<file path="src/rtl/srx_pkg.sv">
// Package srx_pkg
// Shared sizes and command codes for the serial servo command receiver.
// Assumes eight-bit command bytes; a word is two bytes.
package srx_pkg;
    localparam int BYTE_W = 8;
    localparam int WORD_W = 2 * BYTE_W;

    localparam logic [BYTE_W-1:0] OP_FOCUS    = 8'h08;
    localparam logic [BYTE_W-1:0] OP_JUMP_FWD = 8'h20;
    localparam logic [BYTE_W-1:0] OP_JUMP_REV = 8'h21;
    localparam logic [BYTE_W-1:0] OP_MUTE_ON  = 8'h30;
    localparam logic [BYTE_W-1:0] OP_MUTE_OFF = 8'h31;
    localparam logic [BYTE_W-1:0] OP_MOT_RUN  = 8'h40;
    localparam logic [BYTE_W-1:0] OP_MOT_STOP = 8'h41;
    localparam logic [BYTE_W-1:0] OP_VCO_X2   = 8'hAC;
    localparam logic [BYTE_W-1:0] OP_VCO_X1   = 8'hAD;
    localparam logic [BYTE_W-1:0] OP_TRK_CNT  = 8'hB0;
    localparam logic [BYTE_W-1:0] OP_PORT_WR  = 8'hC0;

    typedef enum logic [1:0] {
        WIN_BAD  = 2'd0,
        WIN_ONE  = 2'd1,
        WIN_TWO  = 2'd2
    } win_kind_e;
endpackage

</file>
<file path="src/rtl/srx_sync.sv">
// Module srx_sync
// Multi-bit, multi-stage flip-flop synchroniser for asynchronous inputs.
// Assumes each bit is independent (no bus coherency needed).
module srx_sync #(
    parameter int W      = 3,
    parameter int STAGES = 2
) (
    input  logic         clk,
    input  logic         rst_n,
    input  logic [W-1:0] d,
    output logic [W-1:0] q
);
    logic [W-1:0] stg [STAGES];

    genvar gi;
    generate
        for (gi = 0; gi < STAGES; gi++) begin : g_stage
            // Purpose: one register stage of the chain.
            always_ff @(posedge clk) begin
                if (!rst_n) stg[gi] <= '0;
                else if (gi == 0) stg[gi] <= d;
                else stg[gi] <= stg[(gi == 0) ? 0 : gi-1];
            end
        end
    endgenerate

    assign q = stg[STAGES-1];
endmodule

</file>
<file path="src/rtl/srx_shifter.sv">
// Module srx_shifter
// Collects serial bits inside a strobe window and reports the window
// contents with a one-cycle valid when the strobe falls.
// Assumes synchronised inputs; a clock edge seen in the same cycle as the
// strobe fall belongs to the closing window.
module srx_shifter
    import srx_pkg::*;
(
    input  logic              clk,
    input  logic              rst_n,
    input  logic              stb,
    input  logic              sck,
    input  logic              sd,
    output logic              win_v,
    output win_kind_e         win_kind,
    output logic [WORD_W-1:0] win_word
);
    localparam int CNT_MAX = WORD_W + 1;
    localparam int CNT_W   = $clog2(CNT_MAX + 1);

    logic              stb_d, sck_d;
    logic [WORD_W-1:0] sh, nxt_sh;
    logic [CNT_W-1:0]  cnt, nxt_cnt;
    logic              sck_rise, win_end, take;
    win_kind_e         kind_c;

    assign sck_rise = sck & ~sck_d;
    assign win_end  = stb_d & ~stb;
    assign take     = sck_rise & (stb | stb_d);

    // Purpose: next shift register and saturating bit count.
    always_comb begin
        nxt_sh  = sh;
        nxt_cnt = cnt;
        if (take) begin
            nxt_sh = {sh[WORD_W-2:0], sd};
            if (cnt != CNT_W'(CNT_MAX)) nxt_cnt = cnt + 1'b1;
        end
    end

    // Purpose: classify the closing window by its bit count.
    always_comb begin
        if (nxt_cnt == CNT_W'(BYTE_W))      kind_c = WIN_ONE;
        else if (nxt_cnt == CNT_W'(WORD_W)) kind_c = WIN_TWO;
        else                                kind_c = WIN_BAD;
    end

    // Purpose: edge history, bit collection and window report.
    always_ff @(posedge clk) begin
        if (!rst_n) begin
            stb_d    <= 1'b0;
            sck_d    <= 1'b0;
            sh       <= '0;
            cnt      <= '0;
            win_v    <= 1'b0;
            win_kind <= WIN_BAD;
            win_word <= '0;
        end else begin
            stb_d <= stb;
            sck_d <= sck;
            win_v <= 1'b0;
            if (win_end) begin
                win_v    <= 1'b1;
                win_kind <= kind_c;
                win_word <= nxt_sh;
                sh       <= '0;
                cnt      <= '0;
            end else if (stb) begin
                sh  <= nxt_sh;
                cnt <= nxt_cnt;
            end else begin
                sh  <= '0;
                cnt <= '0;
            end
        end
    end

    assert_win_single_R3: assert property (@(posedge clk) disable iff (!rst_n)
        win_v |=> !win_v);

    assert_idle_no_report_R2: assert property (@(posedge clk) disable iff (!rst_n)
        (!stb && !stb_d) |=> !win_v);
endmodule

</file>
<file path="src/rtl/srx_exec.sv">
// Module srx_exec
// Decodes reported windows and drives the control outputs; keeps the
// pending state of the two-window track-count command.
// Assumes win_v is a one-cycle pulse per closed window.
module srx_exec
    import srx_pkg::*;
#(
    parameter int PORT_W = 5
) (
    input  logic              clk,
    input  logic              rst_n,
    input  logic              win_v,
    input  win_kind_e         win_kind,
    input  logic [WORD_W-1:0] win_word,
    output logic              mute,
    output logic              motor_run,
    output logic              focus_pulse,
    output logic              jump_pulse,
    output logic              jump_reverse,
    output logic              vco_x2,
    output logic [BYTE_W-1:0] track_count,
    output logic [PORT_W-1:0] port_out
);
    logic              pending;
    logic [BYTE_W-1:0] lo_byte, hi_byte;
    logic              one_v, two_v;

    assign lo_byte = win_word[BYTE_W-1:0];
    assign hi_byte = win_word[WORD_W-1:BYTE_W];
    assign one_v   = win_v && (win_kind == WIN_ONE);
    assign two_v   = win_v && (win_kind == WIN_TWO);

    // Purpose: execute commands and hold the level outputs.
    always_ff @(posedge clk) begin
        if (!rst_n) begin
            mute         <= 1'b0;
            motor_run    <= 1'b0;
            focus_pulse  <= 1'b0;
            jump_pulse   <= 1'b0;
            jump_reverse <= 1'b0;
            vco_x2       <= 1'b0;
            track_count  <= '0;
            port_out     <= '0;
            pending      <= 1'b0;
        end else begin
            focus_pulse <= 1'b0;
            jump_pulse  <= 1'b0;
            if (one_v) begin
                if (pending) begin
                    track_count <= lo_byte;
                    pending     <= 1'b0;
                end else begin
                    case (lo_byte)
                        OP_FOCUS:    focus_pulse <= 1'b1;
                        OP_JUMP_FWD: begin jump_pulse <= 1'b1; jump_reverse <= 1'b0; end
                        OP_JUMP_REV: begin jump_pulse <= 1'b1; jump_reverse <= 1'b1; end
                        OP_MUTE_ON:  mute <= 1'b1;
                        OP_MUTE_OFF: mute <= 1'b0;
                        OP_MOT_RUN:  motor_run <= 1'b1;
                        OP_MOT_STOP: motor_run <= 1'b0;
                        OP_VCO_X2:   vco_x2 <= 1'b1;
                        OP_VCO_X1:   vco_x2 <= 1'b0;
                        OP_TRK_CNT:  pending <= 1'b1;
                        default:     ;
                    endcase
                end
            end else if (two_v) begin
                pending <= 1'b0;
                if (hi_byte == OP_PORT_WR) port_out <= lo_byte[PORT_W-1:0];
            end
        end
    end

    assert_focus_one_cycle_R6: assert property (@(posedge clk) disable iff (!rst_n)
        focus_pulse |=> !focus_pulse);

    assert_pulse_exclusive_R7: assert property (@(posedge clk) disable iff (!rst_n)
        !(focus_pulse && jump_pulse));

    assert_mute_hold_R4: assert property (@(posedge clk) disable iff (!rst_n)
        !win_v |=> $stable(mute));

    assert_pending_cancel_R10: assert property (@(posedge clk) disable iff (!rst_n)
        (pending && two_v) |=> !pending);

    assert_bad_len_quiet_R12: assert property (@(posedge clk) disable iff (!rst_n)
        (win_v && win_kind == WIN_BAD) |=> ($stable(track_count) && $stable(mute)
            && $stable(pending) && $stable(port_out) && !focus_pulse && !jump_pulse));
endmodule

</file>
<file path="src/rtl/servo_cmd_rx.sv">
// Module servo_cmd_rx
// Top of the serial servo command receiver: synchronises the three-wire
// link, collects strobe windows and executes the commands they carry.
// Assumes link signals are slow relative to clk (several clocks per phase).
module servo_cmd_rx
    import srx_pkg::*;
#(
    parameter int PORT_W    = 5,
    parameter int SYNC_DEPTH = 2
) (
    input  logic              clk,
    input  logic              rst_n,
    input  logic              cmd_strobe,
    input  logic              cmd_clk,
    input  logic              cmd_data,
    output logic              mute,
    output logic              motor_run,
    output logic              focus_pulse,
    output logic              jump_pulse,
    output logic              jump_reverse,
    output logic              vco_x2,
    output logic [BYTE_W-1:0] track_count,
    output logic [PORT_W-1:0] port_out
);
    logic [2:0]        link_q;
    logic              win_v;
    win_kind_e         win_kind;
    logic [WORD_W-1:0] win_word;

    srx_sync #(.W(3), .STAGES(SYNC_DEPTH)) u_sync (
        .clk   (clk),
        .rst_n (rst_n),
        .d     ({cmd_strobe, cmd_clk, cmd_data}),
        .q     (link_q)
    );

    srx_shifter u_shift (
        .clk      (clk),
        .rst_n    (rst_n),
        .stb      (link_q[2]),
        .sck      (link_q[1]),
        .sd       (link_q[0]),
        .win_v    (win_v),
        .win_kind (win_kind),
        .win_word (win_word)
    );

    srx_exec #(.PORT_W(PORT_W)) u_exec (
        .clk          (clk),
        .rst_n        (rst_n),
        .win_v        (win_v),
        .win_kind     (win_kind),
        .win_word     (win_word),
        .mute         (mute),
        .motor_run    (motor_run),
        .focus_pulse  (focus_pulse),
        .jump_pulse   (jump_pulse),
        .jump_reverse (jump_reverse),
        .vco_x2       (vco_x2),
        .track_count  (track_count),
        .port_out     (port_out)
    );
endmodule

</file>
<file path="config.mk">
export PLATFORM = sky130hd
export DESIGN_NAME = servo_cmd_rx
export DESIGN_NICKNAME = d
export VERILOG_FILES = /design/src/rtl/srx_pkg.sv /design/src/rtl/srx_sync.sv /design/src/rtl/srx_shifter.sv /design/src/rtl/srx_exec.sv /design/src/rtl/servo_cmd_rx.sv
export SDC_FILE = /design/constraint.sdc
export NUM_CORES = 1
export LEC_CHECK = 0
export ABC_AREA = 1
export CAP_MARGIN = 20
export CORE_UTILIZATION = 56
export DETAILED_ROUTE_END_ITERATION = 10
export GPL_TIMING_DRIVEN = 0
export PLACE_DENSITY = 0.78
export SLEW_MARGIN = 10
export SYNTH_ARGS = -nofsm -noshare
export SYNTH_HDL_FRONTEND = slang
export SYNTH_SLANG_ARGS = --single-unit
export TNS_END_PERCENT = 1
</file>
<file path="constraint.sdc">
create_clock -name clk -period 1.41 [get_ports clk]
set_input_delay 0.3525 -clock clk [delete_from_list [all_inputs] [get_ports clk]]
set_output_delay 0.3525 -clock clk [all_outputs]
set_load 0.02 [all_outputs]
</file>
=== After elaboration in Yosys (flattened, before gate mapping) ===
Memory sizes are Yosys's and may differ from the RTL's.
Cells that the tools add are included.

* Add/subtract/negate cells: 1
* Eq/ne operators: 16
* Muxes and demuxes: 20
* Bitwise operators: 11
* Reduce and logical (&&, ||, !) cells: 16

{| class="wikitable"
|+ Operators by type and width
! cell !! number
|-
| == test 8 x 6 -> 1 bit, second input constant || 4
|-
| == test 8 bit, second input constant || 4
|-
| == test 8 x 7 -> 1 bit, second input constant || 2
|-
| two-way mux 16 bit || 1
|-
| AND reduction 3 bit || 5
|-
| two-way mux 5 bit || 2
|-
| nonzero test 2 bit || 5
|-
| two-way mux 1 bit || 9
|-
| == test 8 x 4 -> 1 bit, second input constant || 1
|-
| one-hot mux 1 bit (2 select lines) || 4
|-
| two-way mux 3 bit || 2
|-
| OR reduction 3 bit || 2
|-
| adder 5 x 1 -> 5 bit, second input constant || 1
|-
| == test 5 x 4 -> 1 bit, second input constant || 1
|-
| == test 5 bit, second input constant || 1
|-
| != test 5 bit, second input constant || 1
|-
| inverter 1 bit || 5
|-
| two-way mux 2 bit || 2
|-
| AND 1 bit || 3
|-
| OR 1 bit || 3
|-
| == test 2 x 1 -> 1 bit, second input constant || 1
|-
| == test 2 bit, second input constant || 1
|-
| logical AND 1 bit || 2
|-
| AND reduction 2 bit || 1
|-
| OR reduction 2 bit || 1
|}

* Register bits after elaboration: 62
* Bits in writable memories: 6
* Input bits: 5
* Output and inout port bits: 19
* Memories kept: 1

{| class="wikitable"
|+ Memory list
! name !! words !! bits a word !! read ports !! clocked after memory_dff !! write ports !! line !! text
|-
| u_sync.stg || 2 || 3 || 2 || 0 || 2 || srx_sync.sv:13 || <nowiki>logic [W-1:0] stg [STAGES];</nowiki>
|}

=== Depth between registers and ports, before layout ===
* Word-level depth: 7
* Mapped depth: 12

=== By module ===
From an unflattened synthesis, not the netlist that was laid out.

* Cell total of the unflattened synthesis: 356
* Area total of the unflattened synthesis: 2742.6 um2

{| class="wikitable"
|+ Modules (own cells, without submodules)
! module !! times used !! cells an instance !! area each (um2) !! sequential area each (um2)
|-
| srx_shifter || 1 || 198 || 1605.3 || 840.8
|-
| srx_exec || 1 || 140 || 972.2 || 400.4
|-
| srx_sync || 1 || 18 || 165.2 || 120.1
|}

=== Least setup slack after synthesis ===
OpenSTA, ideal clock, no wires.

* Path kind: register to register
* Start: reg u_shift.cnt[1]
* End: reg u_shift.win_kind[1]
* Arrival: 1185 ps
* Slack: 155 ps
* Cell stages (with the launch flop): 12
* Buffers on the path: 0
* Clock period less this slack: 1255 ps
* Path through: dfxtp_1 inv_1 ha_1 nand2_1 inv_1 nand2_1 nand3_1 nand2_1 nand2_1 nor2_2 nand3_1 a21oi_1

* Word-level cells in the longest chain between the ends: 6
* Elaborated cells between the ends (all ways): 8

{| class="wikitable"
|+ Ends and longest elaborated chain
! what !! line !! text
|-
| start: declaration || srx_shifter.sv:23 || <nowiki>logic [CNT_W-1:0] cnt, nxt_cnt;</nowiki>
|-
| start signal: assignment || srx_shifter.sv:70 || <nowiki>cnt <= nxt_cnt;</nowiki>
|-
| adder 5 x 1 -> 5 bit / != test 5 bit (equally long branches) || srx_shifter.sv:37 || <nowiki>if (cnt != CNT_W'(CNT_MAX)) nxt_cnt = cnt + 1'b1;</nowiki>
|-
| two-way mux 5 bit || srx_shifter.sv:37 ||
|-
| two-way mux 5 bit * || srx_shifter.sv:35 || <nowiki>if (take) begin</nowiki>
|-
| == test 5 bit || srx_shifter.sv:44 || <nowiki>else if (nxt_cnt == CNT_W'(WORD_W)) kind_c = WIN_TWO;</nowiki>
|-
| two-way mux 2 bit || srx_shifter.sv:44 ||
|-
| two-way mux 2 bit * || srx_shifter.sv:43 || <nowiki>if (nxt_cnt == CNT_W'(BYTE_W)) kind_c = WIN_ONE;</nowiki>
|-
| end signal: assignment || srx_shifter.sv:64 || <nowiki>win_kind <= kind_c;</nowiki>
|-
| end: declaration || srx_shifter.sv:15 || <nowiki>output win_kind_e win_kind,</nowiki>
|}

Every way passes the cells marked *; elsewhere a longest branch is shown, timed or not.
A chain may end at the register's enable or synchronous reset.

=== Final worst setup path ===
Same ends and word-level chain as after synthesis.

==> key figures <==
Setup path
  • R2r worst-path depth: 11
  • Critical path peak fanout: 4
  • Crit. End Element: flip-flop
  • Worst path required time: 1.68 ns
  • Crit path launch type: flip-flop
  • Crit path DAT: 1.68 ns
  • WS Path Type: flip-flop to flip-flop

Floorplan
  • # rows: 24
  • Ports: 24
  • DIE AREA: 5040 um^2
  • Core area: 4470 um^2
  • Initial cell density of the core: 59.6%
  • Die height: 71.0 um
  • Die X: 71.0 um

Global route
  • Vias in the first global route: 1989
  • Tot GR Track Use: 22.2%
  • Grt ovf: 0
  • Initial antenna violation count: 0
  • Largest net degree at the start of global routing: 11
  • Wire length of the first global-routing pass: 8650 um

STA
  • Worst rel slew slack: 65.0%
  • Final Cycle Share: 99.6%
  • Worst Tran Pin Value: 0.525 ns
  • Skew final: 0.00495 ns
  • Final worst path period need: 1.40 ns
  • PnR worst setup slack: 0.00593 ns
  • Pins Over Slew Limit: 0
  • Final hold viol count: 0
  • Maximum clock rate: 0.712 GHz
  • RSZ-0062 raised after global routing: true
  • Setup violations, final: 0

Clock tree
  • Worst-path clk slew: 0.06 ns
  • Clock buffer count from CTS: 9
  • CTS tree: yes
  • Sink Count: 68
  • H-tree depth: 3
  • CTS Hold Bufs: 0
  • Worst-skew pair later-pin latency: 0.34 ns
  • Max clock buf depth: 2
  • Clk Tree Root Cell: clkbuf_8

Synthesis
  • Ranking of synthesized cells by area: dfxtp_1 51%, nand2_1 9.0%, inv_1 6.3%
  • Post-synthesis sequential area ratio: 51.0%
  • Synth async-reset ratio: 0%
  • EDFF count, synth: 0
  • Cell Area, Synth: 2670 um^2
  • Library cells used by synthesis: 28
  • Synth top area share: 51.0%
  • Synth warn: 0
  • Mean post-synth cell area: 8.01 um^2
  • Synthesized instance count: 333
  • Post-synthesis register bit count: 68
  • Dominant synthesized flop cell: dfxtp_1
  • Yosys top cell by area: dfxtp_1
  • Syn_nets: 340

Run status
  • Status: complete, no violations

Route
  • Wire length on met1: 2520 um
  • # DRC: 0
  • Detail Route Antenna Nets: 0
  • Detailed Route Iter0 Violations: 111
  • Vias: 2206
  • Routed len/inst: 12.8 um
  • Top Metal Used: met4
  • Drt via density: 5.14
  • DRT Pass-1 Iters: 7
  • Met3 Routed Length: 246 um
  • Routed WL: 5490 um
  • Met2 routed WL: 2630 um

Pwr
  • Pwr Density: 1040 nW/um^2
  • Lkg Pwr: 1.59 nW
  • Worst VDD drop: 0.791 mV

Layout
  • Register area: 1370 um^2
  • Share of layout cells above drive strength 1: 17.0%
  • N_diodes: 0
  • Filler instances: 347
  • Non-Filler Instances: 429
  • Finished Cell Area: 3340 um^2
  • Synth-to-Final Area Change: 25.1%
  • Final core utilization: 74.6%
  • Multi-input combinational cell area: 1220 um^2
  • # nets final: 379

Placement
  • Post-DP HPWL: 3580 um
  • Area of placed instances: 2950 um^2
  • Pre-CTS setup slack: -0.00798 ns
  • Inst Count DP: 407
  • RePlAce Congestion: 0.812
  • Port bufs: 22

Run
  • Max Cap Viol: 0

Hold path
  • Hold Path Cell Cnt: 3
  • HP Class: input port to flip-flop
cells by family after synthesis:
logic type | Yosys count | synth area share [%]
AOI/OAI and AO/OA | 54 | 10.3
xor gates and xnor gates | 2 | 0.657
adders and majority gates | 2 | 0.938
buffers and inverters | 60 | 9.24
DFF | 68 | 51.0
muxes | 16 | 6.00
and+or+nand+nor | 131 | 21.8
per-layer routing:
layer | global-route usage (%) | vias to the layer above
met2 | 34.4 | 47
met4 | 13.3 | 0
li1 | - | 1130
met1 | 28.7 | 1018
met3 | 4.42 | 11
met5 | 0 | -
placed cells by master, fill, tap and decap left out, drive strengths merged, types with 12 or more instances in the layout:
master,count
a21oi,19
clkbuf,22
dfxtp,68
dlygate4sd2,19
inv,47
mux2i,16
nand2,66
nand3,12
nor2,42
o21ai,34
where the power goes:
part | leakage, nW | switching [mW] | internal, mW
clock network | 0.0937 | 0.669 | 0.783
registers | 0.551 | 0.00509 | 1.93
logic | 0.943 | 0.0601 | 0.0322
total | 1.59 | 0.734 | 2.74
state kept, by name, summed over array words and instances (netlist names), 2 cells and up:
register and count:
u_shift.win_kind 2, u_exec.port_out 5, u_shift.cnt 5, u_shift.win_word 16, u_shift.sh 16, u_sync.stg 6
u_exec.track_count 8
final cells by class:
| cell class | count | share of cell area (%) |
|---|---|---|
| buffer | 12 | 1.99 |
| timing repair buffer | 28 | 7.76 |
| clock inverter | 1 | 0.150 |
| inverter | 48 | 5.40 |
| multi-input combinational | 205 | 36.5 |
| tap | 52 | 1.95 |
| clock buffer | 15 | 5.28 |
| sequential | 68 | 41.0 |
critical path, cell delays in order (launching register included):
cell and delay [ns]:
dfxtp_2 0.35, inv_2 0.05, ha_4 0.14, nand2_1 0.05
inv_1 0.04, nand2_2 0.11, nand3_2 0.10, nand2_2 0.09
nand2_2 0.07, nor2_4 0.13, nand3_2 0.08, a21oi_2 0.13
cell usage after synthesis, types with 3 or more instances:
| cell type | n |
|---|---|
| clkbuf_1 | 6 |
| nor4_1 | 3 |
| buf_2 | 4 |
| inv_1 | 45 |
| nor2_1 | 38 |
| a21oi_1 | 19 |
| mux2i_1 | 16 |
| o21ai_1 | 11 |
| nor3_1 | 3 |
| o21ai_0 | 23 |
| dfxtp_1 | 68 |
| nand3_1 | 12 |
| nand2_1 | 64 |
stage by stage:
stage               hold WS, ns  setup TNS (ns)  total power [mW]
floorplan                 0.390               0              2.03
global placement          0.394               0              2.06
detailed placement        0.397         -0.0237              2.06
CTS                       0.393               0              3.49
global route              0.420          -0.488              3.58
finish                    0.399               0              3.48
worst paths after layout:
check	slack, ns	start	endpoint
hold reg to reg	0.41	u_sync.stg[0][2]$_SDFF_PN0_	u_sync.stg[1][2]$_SDFF_PN0_
hold / removal	0.40	rst_n	u_exec.track_count[7]$_SDFFE_PN0P_
setup / recovery	0.006	u_shift.cnt[1]$_SDFF_PP0_	u_shift.win_kind[1]$_SDFFE_PN0P_
setup reg to reg	0.006	u_shift.cnt[1]$_SDFF_PP0_	u_shift.win_kind[1]$_SDFFE_PN0P_
timing repair:
action,4_1_cts,5_1_grt
resized for setup,21,39
pin swaps,0,10
setup endpoints to repair,22,22
buffers inserted,0,5
cloned,0,1
Power figures use the tool's default switching activity.
